<file path="src/rtl/dap_pkg.sv">
package dap_pkg;

  typedef struct packed {
    logic rise;
    logic fall;
  } bclk_evt_t;

  typedef enum logic [1:0] {
    SLOT_SYNC,
    SLOT_LEFT,
    SLOT_RIGHT,
    SLOT_IDLE
  } slot_kind_e;

  // Classifies a frame slot index for a given sample width.
  function automatic slot_kind_e slot_kind(input int unsigned slot,
                                           input int unsigned sample_w);
    if (slot == 0)                  return SLOT_SYNC;
    else if (slot <= sample_w)      return SLOT_LEFT;
    else if (slot <= 2 * sample_w)  return SLOT_RIGHT;
    else                            return SLOT_IDLE;
  endfunction

endpackage

</file>
<file path="src/rtl/dap_rst_sync.sv">
module dap_rst_sync #(
  parameter int STAGES = 2
) (
  input  logic clk,
  input  logic rst_n,
  output logic rst_n_o
);
  logic [STAGES-1:0] chain_q;
  logic [STAGES-1:0] chain_d;

  always_comb begin
    chain_d = {chain_q[STAGES-2:0], 1'b1};
  end

  always_ff @(posedge clk or negedge rst_n) begin
    if (!rst_n) chain_q <= '0;
    else        chain_q <= chain_d;
  end

  assign rst_n_o = chain_q[STAGES-1];
endmodule

</file>
<file path="src/rtl/dap_bclk_detect.sv">
module dap_bclk_detect
  import dap_pkg::*;
#(
  parameter int SYNC_STAGES = 2
) (
  input  logic      clk,
  input  logic      rst_n,
  input  logic      bclk_i,
  output bclk_evt_t evt_o
);
  // chain_q[SYNC_STAGES-1] is the synchronized level,
  // chain_q[SYNC_STAGES] is that level one cycle earlier.
  logic [SYNC_STAGES:0] chain_q;
  logic [SYNC_STAGES:0] chain_d;

  always_comb begin
    chain_d = {chain_q[SYNC_STAGES-1:0], bclk_i};
  end

  always_ff @(posedge clk or negedge rst_n) begin
    if (!rst_n) chain_q <= '0;
    else        chain_q <= chain_d;
  end

  always_comb begin
    evt_o.rise = chain_q[SYNC_STAGES-1] & ~chain_q[SYNC_STAGES];
    evt_o.fall = ~chain_q[SYNC_STAGES-1] & chain_q[SYNC_STAGES];
  end
endmodule

</file>
<file path="src/rtl/dap_frame_timer.sv">
module dap_frame_timer #(
  parameter int FRAME_LEN = 256,
  localparam int SLOT_W = $clog2(FRAME_LEN)
) (
  input  logic              clk,
  input  logic              rst_n,
  input  logic              step_i,
  input  logic              run_i,
  output logic [SLOT_W-1:0] slot_o,
  output logic              active_o,
  output logic              sync_o,
  output logic              start_o,
  output logic              adv_o
);
  localparam logic [SLOT_W-1:0] LAST_SLOT = SLOT_W'(FRAME_LEN - 1);

  logic [SLOT_W-1:0] slot_q, slot_d;
  logic              act_q, act_d;
  logic              sync_q, sync_d;
  logic              start_q, start_d;
  logic              adv_q, adv_d;

  always_comb begin
    slot_d  = slot_q;
    act_d   = act_q;
    sync_d  = sync_q;
    start_d = 1'b0;
    adv_d   = 1'b0;
    if (step_i) begin
      adv_d = 1'b1;
      if (act_q && (slot_q != LAST_SLOT)) begin
        slot_d = slot_q + 1'b1;
      end else if (run_i) begin
        slot_d  = '0;
        act_d   = 1'b1;
        start_d = 1'b1;
      end else begin
        slot_d = LAST_SLOT;
        act_d  = 1'b0;
      end
      sync_d = act_d && (slot_d == '0);
    end
  end

  always_ff @(posedge clk or negedge rst_n) begin
    if (!rst_n) begin
      slot_q  <= LAST_SLOT;
      act_q   <= 1'b0;
      sync_q  <= 1'b0;
      start_q <= 1'b0;
      adv_q   <= 1'b0;
    end else begin
      slot_q  <= slot_d;
      act_q   <= act_d;
      sync_q  <= sync_d;
      start_q <= start_d;
      adv_q   <= adv_d;
    end
  end

  assign slot_o   = slot_q;
  assign active_o = act_q;
  assign sync_o   = sync_q;
  assign start_o  = start_q;
  assign adv_o    = adv_q;
endmodule

</file>
<file path="src/rtl/dap_rx.sv">
module dap_rx
  import dap_pkg::*;
#(
  parameter int SAMPLE_W = 16,
  parameter int FRAME_LEN = 256,
  localparam int SLOT_W = $clog2(FRAME_LEN),
  localparam int PAIR_W = 2 * SAMPLE_W
) (
  input  logic                clk,
  input  logic                rst_n,
  input  logic                rise_i,
  input  logic                sdata_i,
  input  logic                active_i,
  input  logic [SLOT_W-1:0]   slot_i,
  output logic [SAMPLE_W-1:0] left_o,
  output logic [SAMPLE_W-1:0] right_o,
  output logic                valid_o
);
  localparam logic [SLOT_W-1:0] LAST_DATA = SLOT_W'(PAIR_W);

  logic [PAIR_W-1:0]   shift_q, shift_d;
  logic [SAMPLE_W-1:0] left_q, left_d;
  logic [SAMPLE_W-1:0] right_q, right_d;
  logic                valid_q, valid_d;
  slot_kind_e          kind;

  always_comb begin
    kind    = slot_kind(32'(slot_i), SAMPLE_W);
    shift_d = shift_q;
    left_d  = left_q;
    right_d = right_q;
    valid_d = 1'b0;
    if (rise_i && active_i && (kind == SLOT_LEFT || kind == SLOT_RIGHT)) begin
      shift_d = {shift_q[PAIR_W-2:0], sdata_i};
      if (slot_i == LAST_DATA) begin
        left_d  = shift_d[PAIR_W-1:SAMPLE_W];
        right_d = shift_d[SAMPLE_W-1:0];
        valid_d = 1'b1;
      end
    end
  end

  always_ff @(posedge clk or negedge rst_n) begin
    if (!rst_n) begin
      shift_q <= '0;
      left_q  <= '0;
      right_q <= '0;
      valid_q <= 1'b0;
    end else begin
      shift_q <= shift_d;
      left_q  <= left_d;
      right_q <= right_d;
      valid_q <= valid_d;
    end
  end

  assign left_o  = left_q;
  assign right_o = right_q;
  assign valid_o = valid_q;
endmodule

</file>
<file path="src/rtl/dap_tx.sv">
module dap_tx
  import dap_pkg::*;
#(
  parameter int SAMPLE_W = 16,
  parameter int FRAME_LEN = 256,
  localparam int SLOT_W = $clog2(FRAME_LEN),
  localparam int PAIR_W = 2 * SAMPLE_W
) (
  input  logic                clk,
  input  logic                rst_n,
  input  logic                adv_i,
  input  logic                start_i,
  input  logic                active_i,
  input  logic [SLOT_W-1:0]   slot_i,
  input  logic [SAMPLE_W-1:0] left_i,
  input  logic [SAMPLE_W-1:0] right_i,
  output logic                sdata_o
);
  logic [PAIR_W-1:0] shift_q, shift_d;
  logic              sd_q, sd_d;
  slot_kind_e        kind;

  always_comb begin
    kind    = slot_kind(32'(slot_i), SAMPLE_W);
    shift_d = shift_q;
    sd_d    = sd_q;
    if (start_i) begin
      shift_d = {left_i, right_i};
    end
    if (adv_i) begin
      if (active_i && (kind == SLOT_LEFT || kind == SLOT_RIGHT)) begin
        sd_d    = shift_q[PAIR_W-1];
        shift_d = {shift_q[PAIR_W-2:0], 1'b0};
      end else begin
        sd_d = 1'b0;
      end
    end
  end

  always_ff @(posedge clk or negedge rst_n) begin
    if (!rst_n) begin
      shift_q <= '0;
      sd_q    <= 1'b0;
    end else begin
      shift_q <= shift_d;
      sd_q    <= sd_d;
    end
  end

  assign sdata_o = sd_q;
endmodule

</file>
<file path="src/rtl/dsp_audio_port.sv">
module dsp_audio_port
  import dap_pkg::*;
#(
  parameter int SAMPLE_W    = 16,
  parameter int FRAME_LEN   = 256,
  parameter int SYNC_STAGES = 2
) (
  input  logic                clk,
  input  logic                rst_n,
  input  logic                bclk_i,
  input  logic                adc_sdata_i,
  output logic                adc_fsync_o,
  output logic [SAMPLE_W-1:0] adc_left_o,
  output logic [SAMPLE_W-1:0] adc_right_o,
  output logic                adc_valid_o,
  input  logic                dac_en_i,
  input  logic [SAMPLE_W-1:0] dac_left_i,
  input  logic [SAMPLE_W-1:0] dac_right_i,
  output logic                dac_fetch_o,
  output logic                dac_fsync_o,
  output logic                dac_sdata_o
);
  localparam int SLOT_W = $clog2(FRAME_LEN);

  logic              rst_n_s;
  bclk_evt_t         evt;
  logic              bclk_fall;
  logic [SLOT_W-1:0] rx_slot, tx_slot;
  logic              rx_act, tx_act;
  logic              rx_start, rx_adv;
  logic              tx_start, tx_adv;

  dap_rst_sync #(.STAGES(2)) rst_i (
    .clk(clk), .rst_n(rst_n), .rst_n_o(rst_n_s)
  );

  dap_bclk_detect #(.SYNC_STAGES(SYNC_STAGES)) edge_i (
    .clk(clk), .rst_n(rst_n_s), .bclk_i(bclk_i), .evt_o(evt)
  );

  assign bclk_fall = evt.fall;

  // Receive side: always enabled, so its timer never stops.
  dap_frame_timer #(.FRAME_LEN(FRAME_LEN)) rx_tmr_i (
    .clk(clk), .rst_n(rst_n_s), .step_i(evt.fall), .run_i(1'b1),
    .slot_o(rx_slot), .active_o(rx_act), .sync_o(adc_fsync_o),
    .start_o(rx_start), .adv_o(rx_adv)
  );

  dap_rx #(.SAMPLE_W(SAMPLE_W), .FRAME_LEN(FRAME_LEN)) rx_i (
    .clk(clk), .rst_n(rst_n_s), .rise_i(evt.rise), .sdata_i(adc_sdata_i),
    .active_i(rx_act), .slot_i(rx_slot),
    .left_o(adc_left_o), .right_o(adc_right_o), .valid_o(adc_valid_o)
  );

  // Transmit side: a frame starts only when upstream has data.
  dap_frame_timer #(.FRAME_LEN(FRAME_LEN)) tx_tmr_i (
    .clk(clk), .rst_n(rst_n_s), .step_i(evt.fall), .run_i(dac_en_i),
    .slot_o(tx_slot), .active_o(tx_act), .sync_o(dac_fsync_o),
    .start_o(tx_start), .adv_o(tx_adv)
  );

  dap_tx #(.SAMPLE_W(SAMPLE_W), .FRAME_LEN(FRAME_LEN)) tx_i (
    .clk(clk), .rst_n(rst_n_s), .adv_i(tx_adv), .start_i(tx_start),
    .active_i(tx_act), .slot_i(tx_slot),
    .left_i(dac_left_i), .right_i(dac_right_i), .sdata_o(dac_sdata_o)
  );

  assign dac_fetch_o = tx_start;

  // The receive timer's start and step strobes are not needed downstream.
  logic unused_rx;
  assign unused_rx = rx_start ^ rx_adv;
endmodule

</file>
<file path="config.mk">
export PLATFORM = sky130hd
export DESIGN_NAME = dsp_audio_port
export DESIGN_NICKNAME = d
export VERILOG_FILES = /design/src/rtl/dap_pkg.sv /design/src/rtl/dap_rst_sync.sv /design/src/rtl/dap_bclk_detect.sv /design/src/rtl/dap_frame_timer.sv /design/src/rtl/dap_rx.sv /design/src/rtl/dap_tx.sv /design/src/rtl/dsp_audio_port.sv
export SDC_FILE = /design/constraint.sdc
export NUM_CORES = 1
export LEC_CHECK = 0
export BUFFER_PORTS_ARGS = -buffer_cell sky130_fd_sc_hd__buf_4
export CAP_MARGIN = 40
export CORE_AREA = 2 2 141 74
export DETAILED_ROUTE_END_ITERATION = 8
export DIE_AREA = 0 0 143 76
export PLACE_DENSITY = 0.91
export SYNTH_ARGS = -nofsm -noshare
export SYNTH_HDL_FRONTEND = slang
export SYNTH_HIERARCHICAL = 1
export SYNTH_SLANG_ARGS = --single-unit
</file>
<file path="constraint.sdc">
create_clock -name clk -period 9.2 [get_ports clk]
set_clock_uncertainty 0.05 [all_clocks]
set_input_delay 1.84 -clock clk [delete_from_list [all_inputs] [get_ports clk]]
set_output_delay 1.84 -clock clk [all_outputs]
set_load 0.05 [all_outputs]
</file>
---- After elaboration in Yosys (flattened, before gate mapping) ----
Cells that the tools add are included.
cells by class
  add/subtract/negate cells ............... 2
  multipliers ............................. 0
  div/mod/pow operators ................... 0
  $lt $le $gt $ge ......................... 4
  eq/ne operators ......................... 7
  shift-type cells ........................ 0
  muxes and demuxes ....................... 25
  bitwise logic cells ..................... 4
  reduce and logical (&&, ||, !) cells .... 14
operators with widths
  kind                                                  count
  two-way mux 32 bit                                    3
  two-way mux 8 bit                                     5
  logical NOT 8 bit                                     4
  adder 8 x 1 -> 8 bit (second input constant)          2
  <= comparator 8 x 5 -> 1 bit (second input constant)  2
  <= comparator 8 x 6 -> 1 bit (second input constant)  2
  inequality test 8 bit (second input constant)         2
  two-way mux 1 bit                                     13
  equality test 8 x 6 -> 1 bit (second input constant)  1
  two-way mux 2 bit                                     4
  logical AND 1 bit                                     7
  equality test 2 x 1 -> 1 bit (second input constant)  2
  equality test 2 bit (second input constant)           2
  AND 1 bit                                             2
  logical OR 1 bit                                      2
  NOT 1 bit                                             2
  AND reduction 2 bit                                   1
storage, ports and cells
  register bits after elaboration ......... 124
  bits in latches ......................... 0
  bits in writable memories ............... 0
  memory bits (read-only) ................. 0
  output and inout bits ................... 37
  word-level logic and storage cells ...... 72
  memories kept ........................... 0

---- Depth between registers and ports, before layout ----
  word-level depth ........................ 9
  mapped depth ............................ 7

---- By module ----
The synthesis kept the hierarchy.
modules (own cells, without submodules)
  module           instances  cells each  area an instance (µm²)  sequential area each (µm²)
  dap_rx           1          142         2,423.6                 1,601.5
  dap_tx           1          113         1,776.7                 825.8
  dap_frame_timer  2          81          744.5                   310.3
  dap_bclk_detect  1          5           90.1                    75.1
  dap_rst_sync     1          3           53.8                    50.0
  dsp_audio_port   1          1           3.8                     0.0

---- Worst setup path after synthesis ----
OpenSTA, ideal clock, no wires.
  path type ............................... input to register
  start ................................... input dac_en_i
  end ..................................... register tx_tmr_i.sync_q (netlist: tx_tmr_i/sync_o)
  library setup time ...................... 0.096 ns
  data arrival time ....................... 2.602 ns
  slack ................................... 6.453 ns
  cell stages on the path ................. 5
  buffers on the path ..................... 0
  cell sequence ........................... nand2_1 > o21ai_0 > a222oi_1 > or3_1 > o32ai_2
on the way
  cells in the longest elaborated chain, start to end .. 5
  elaborated cells between the ends (all ways) .. 8
RTL lines
  item                    line                   source
  start: declaration      dsp_audio_port.sv:16   input logic dac_en_i,
  two-way mux 8 bit       dap_frame_timer.sv:33  end else if (run_i) begin
  two-way mux 8 bit       dap_frame_timer.sv:31  if (act_q && (slot_q != LAST_SLOT)) begin
  two-way mux 8 bit       dap_frame_timer.sv:29  if (step_i) begin
  logical NOT 8 bit       dap_frame_timer.sv:41  sync_d = act_d && (slot_d == '0);
  logical AND 1 bit (*)   dap_frame_timer.sv:41
  end signal: assignment  dap_frame_timer.sv:55  sync_q <= sync_d;
  end: declaration        dap_frame_timer.sv:19  logic sync_q, sync_d;
Mark *: on every way between the ends. The rest lies on a longest branch, timed or not. The select of a mux whose other input is x is not followed.
A chain may end at the register's enable or synchronous reset.

---- Worst setup path after layout ----
  start ................................... register tx_tmr_i.start_q (netlist: tx_tmr_i/start_o)
  end ..................................... output dac_fetch_o
RTL lines
  item                      line                   source
  start: declaration        dap_frame_timer.sv:20  logic start_q, start_d;
  start signal: assignment  dap_frame_timer.sv:56  start_q <= start_d;
  end: declaration          dsp_audio_port.sv:19   output logic dac_fetch_o,
No word-level cell between the ends.

==> flow_summary.yaml <==
floorplan:
  start_util_pct: 59.0
  core_mm2: 0.00979
  std_cell_rows: 26
  ios: 74
  die_h_um: 76
  die_w_um: 143
  die_area_mm2: 0.0109
cts:
  clock_path_buffers: 2
  cts_tree: "yes"
  cts_root_buf: "clkbuf_16"
  cts_max_level: 4
  cts-resized-gates: 0
  path_clk_slew_ns: 0.06
  cts_setup_buffers: 0
  clkSinkCount: 124
  clk-insertion-delay-late_ns: 0.40
  cts-buffers-inserted: 17
  cts_hold_buffers: 0
route:
  wl_per_cell_um: 16.9
  drt-total-wl_um: 11100
  vias_per_cell: 5.55
  ant_nets: 0
  dr.first_iter.drc_count: 387
  first_pass_iters: 5
  via_count: 3646
  drcViolationCount: 0
setup_path:
  r2r-start: "tx_tmr_i/slot_o[4]"
  cp_slowest_cell: "buf_4"
  end_kind: "output pin"
  crit_fanout: 33
  cp-startpoint: "tx_tmr_i/start_o"
  worstSetupPathType: "reg2out"
  required_ns: 7.31
  crit_path_frequent_cell: "buf_4"
  arrival_ns: 1.38
  slowest_delay_ns: 0.37
  worst_setup_path_start_kind: "flop"
  cp_top_family: "buffers and inverters"
  path_buf_inv: 2
  cp_cell_sequence: "buf_4 -> buf_4"
global_routing:
  grt_remaining_overflow: 0
  grt_use_met2_pct: 35.7
  use_met3_pct: 4.71
  grt_antenna_before_repair: 0
  met1_usage_pct: 29.9
  track_usage_pct: 21.9
  grt_pass1_vias: 3828
  gr-max-usage-layer: "met2"
  grt_pass1_wl_um: 18800
  grt_max_degree: 71
synth:
  syn_area_per_cell_um2: 13.7
  synth_warnings: 6
  netlist_area_mm2: 0.00578
  postSynthCellCount: 423
pwr:
  p_leak_nw: 3.42
  ir_drop_uv: 152
  p_per_area_mw_per_mm2: 257
layout:
  insertedDiodeCount: 0
  utilization_pct: 71.7
  final_cell_area_mm2: 0.00702
  final_cells: 657
  drive_above_1_share_pct: 52.6
  synthToLayoutAreaGrowth_pct: 21.5
  fin_nets: 543
timing:
  relSlewSlack_pct: 43.2
  worstMarginPinSlew_ns: 0.852
  hold_slack_ns: 0.297
  fmax_mhz: 306
  setup_viol: 0
  slew_viol_final: 0
  finalCritPeriodShare_pct: 35.5
  rsz0062_at_grt: "false"
  fin_crit_ns: 3.27
  fin_setup_tns_ns: 0
  hold_viol: 0
place:
  place_inst: 625
  gp_congestion: 0.853
  hpwl_um: 7050
  placed_cell_area_mm2: 0.00642
  numPortBuffers: 73
outcome:
  run_status: "completed"
min_path:
  min-delay-start: "edge_i/chain_q[0]"
  hold_path_class: "reg2reg"
job:
  max-cap-violations: 0
stage by stage:
stage | setup WS [ns] | total power, W
finish | 5.93 | 0.00180
floorplan | 5.47 | 0.00105
detailed placement | 6.25 | 0.00113
global placement | 6.28 | 0.00110
global route | 5.85 | 0.00189
CTS | 5.92 | 0.00181
layer usage:
layer  share of wire, %  up-vias
li1                   -     1690
met1                 45     1830
met2                 49      115
met3                4.8       11
met4               0.79        0
met5                  0        -
path summary, 6_finish.rpt:
kind,to,cells past startpoint,slack [ns]
worst max-delay path,dac_fetch_o,2,5.93
max in group asynchronous,rx_i/left_o[2],1,7.47
worst min register to register,edge_i/chain_q[1],0,0.30
worst max register to register,tx_i/shift_q[31],5,6.81
min in group asynchronous,edge_i/chain_q[0],0,0.32
worst min-delay path,edge_i/chain_q[1],0,0.30
registers in the layout (all words and copies together) (netlist names):
signal / flops
rx_i/left_o: 16
tx_tmr_i/adv_o: 1
tx_i/shift_q: 32
rst_i/chain_q: 2
rx_tmr_i/slot_o: 8
rx_i/shift_q: 31
tx_tmr_i/start_o: 1
rx_tmr_i/active_o: 1
rx_i/valid_o: 1
tx_i/sdata_o: 1
rx_tmr_i/sync_o: 1
tx_tmr_i/sync_o: 1
tx_tmr_i/active_o: 1
tx_tmr_i/slot_o: 8
edge_i/chain_q: 3
rx_i/right_o: 16
layout by cell type (no fill, tap or decap), types with 10 or more instances in the layout:
cell type    n
mux2_4      28
buf_4       77
inv_1       10
clkbuf_16   17
dfstp_2     16
o21ai_0     14
nand2_1     18
nand3_1     10
dfrtp_1    107
mux2_2      98
nor2_1      11
cell type report:
| type | count | area [um^2] |
|---|---|---|
| tap | 140 | 175 |
| inverter | 10 | 37.5 |
| multi-input combinational | 273 | 2480 |
| fill | 638 | 2770 |
| timing repair buffer | 78 | 606 |
| sequential | 124 | 3130 |
| clock inverter | 15 | 174 |
| clock buffer | 17 | 425 |
where the power goes:
part           switching, W  leakage, nW  internal, W  total, W
Sequential         0.000108         1.60     0.000665  0.000773
Clock              0.000261        0.294     0.000409  0.000670
Combinational      0.000142         1.53     0.000220  0.000362
(Power assumes the default switching activity.)
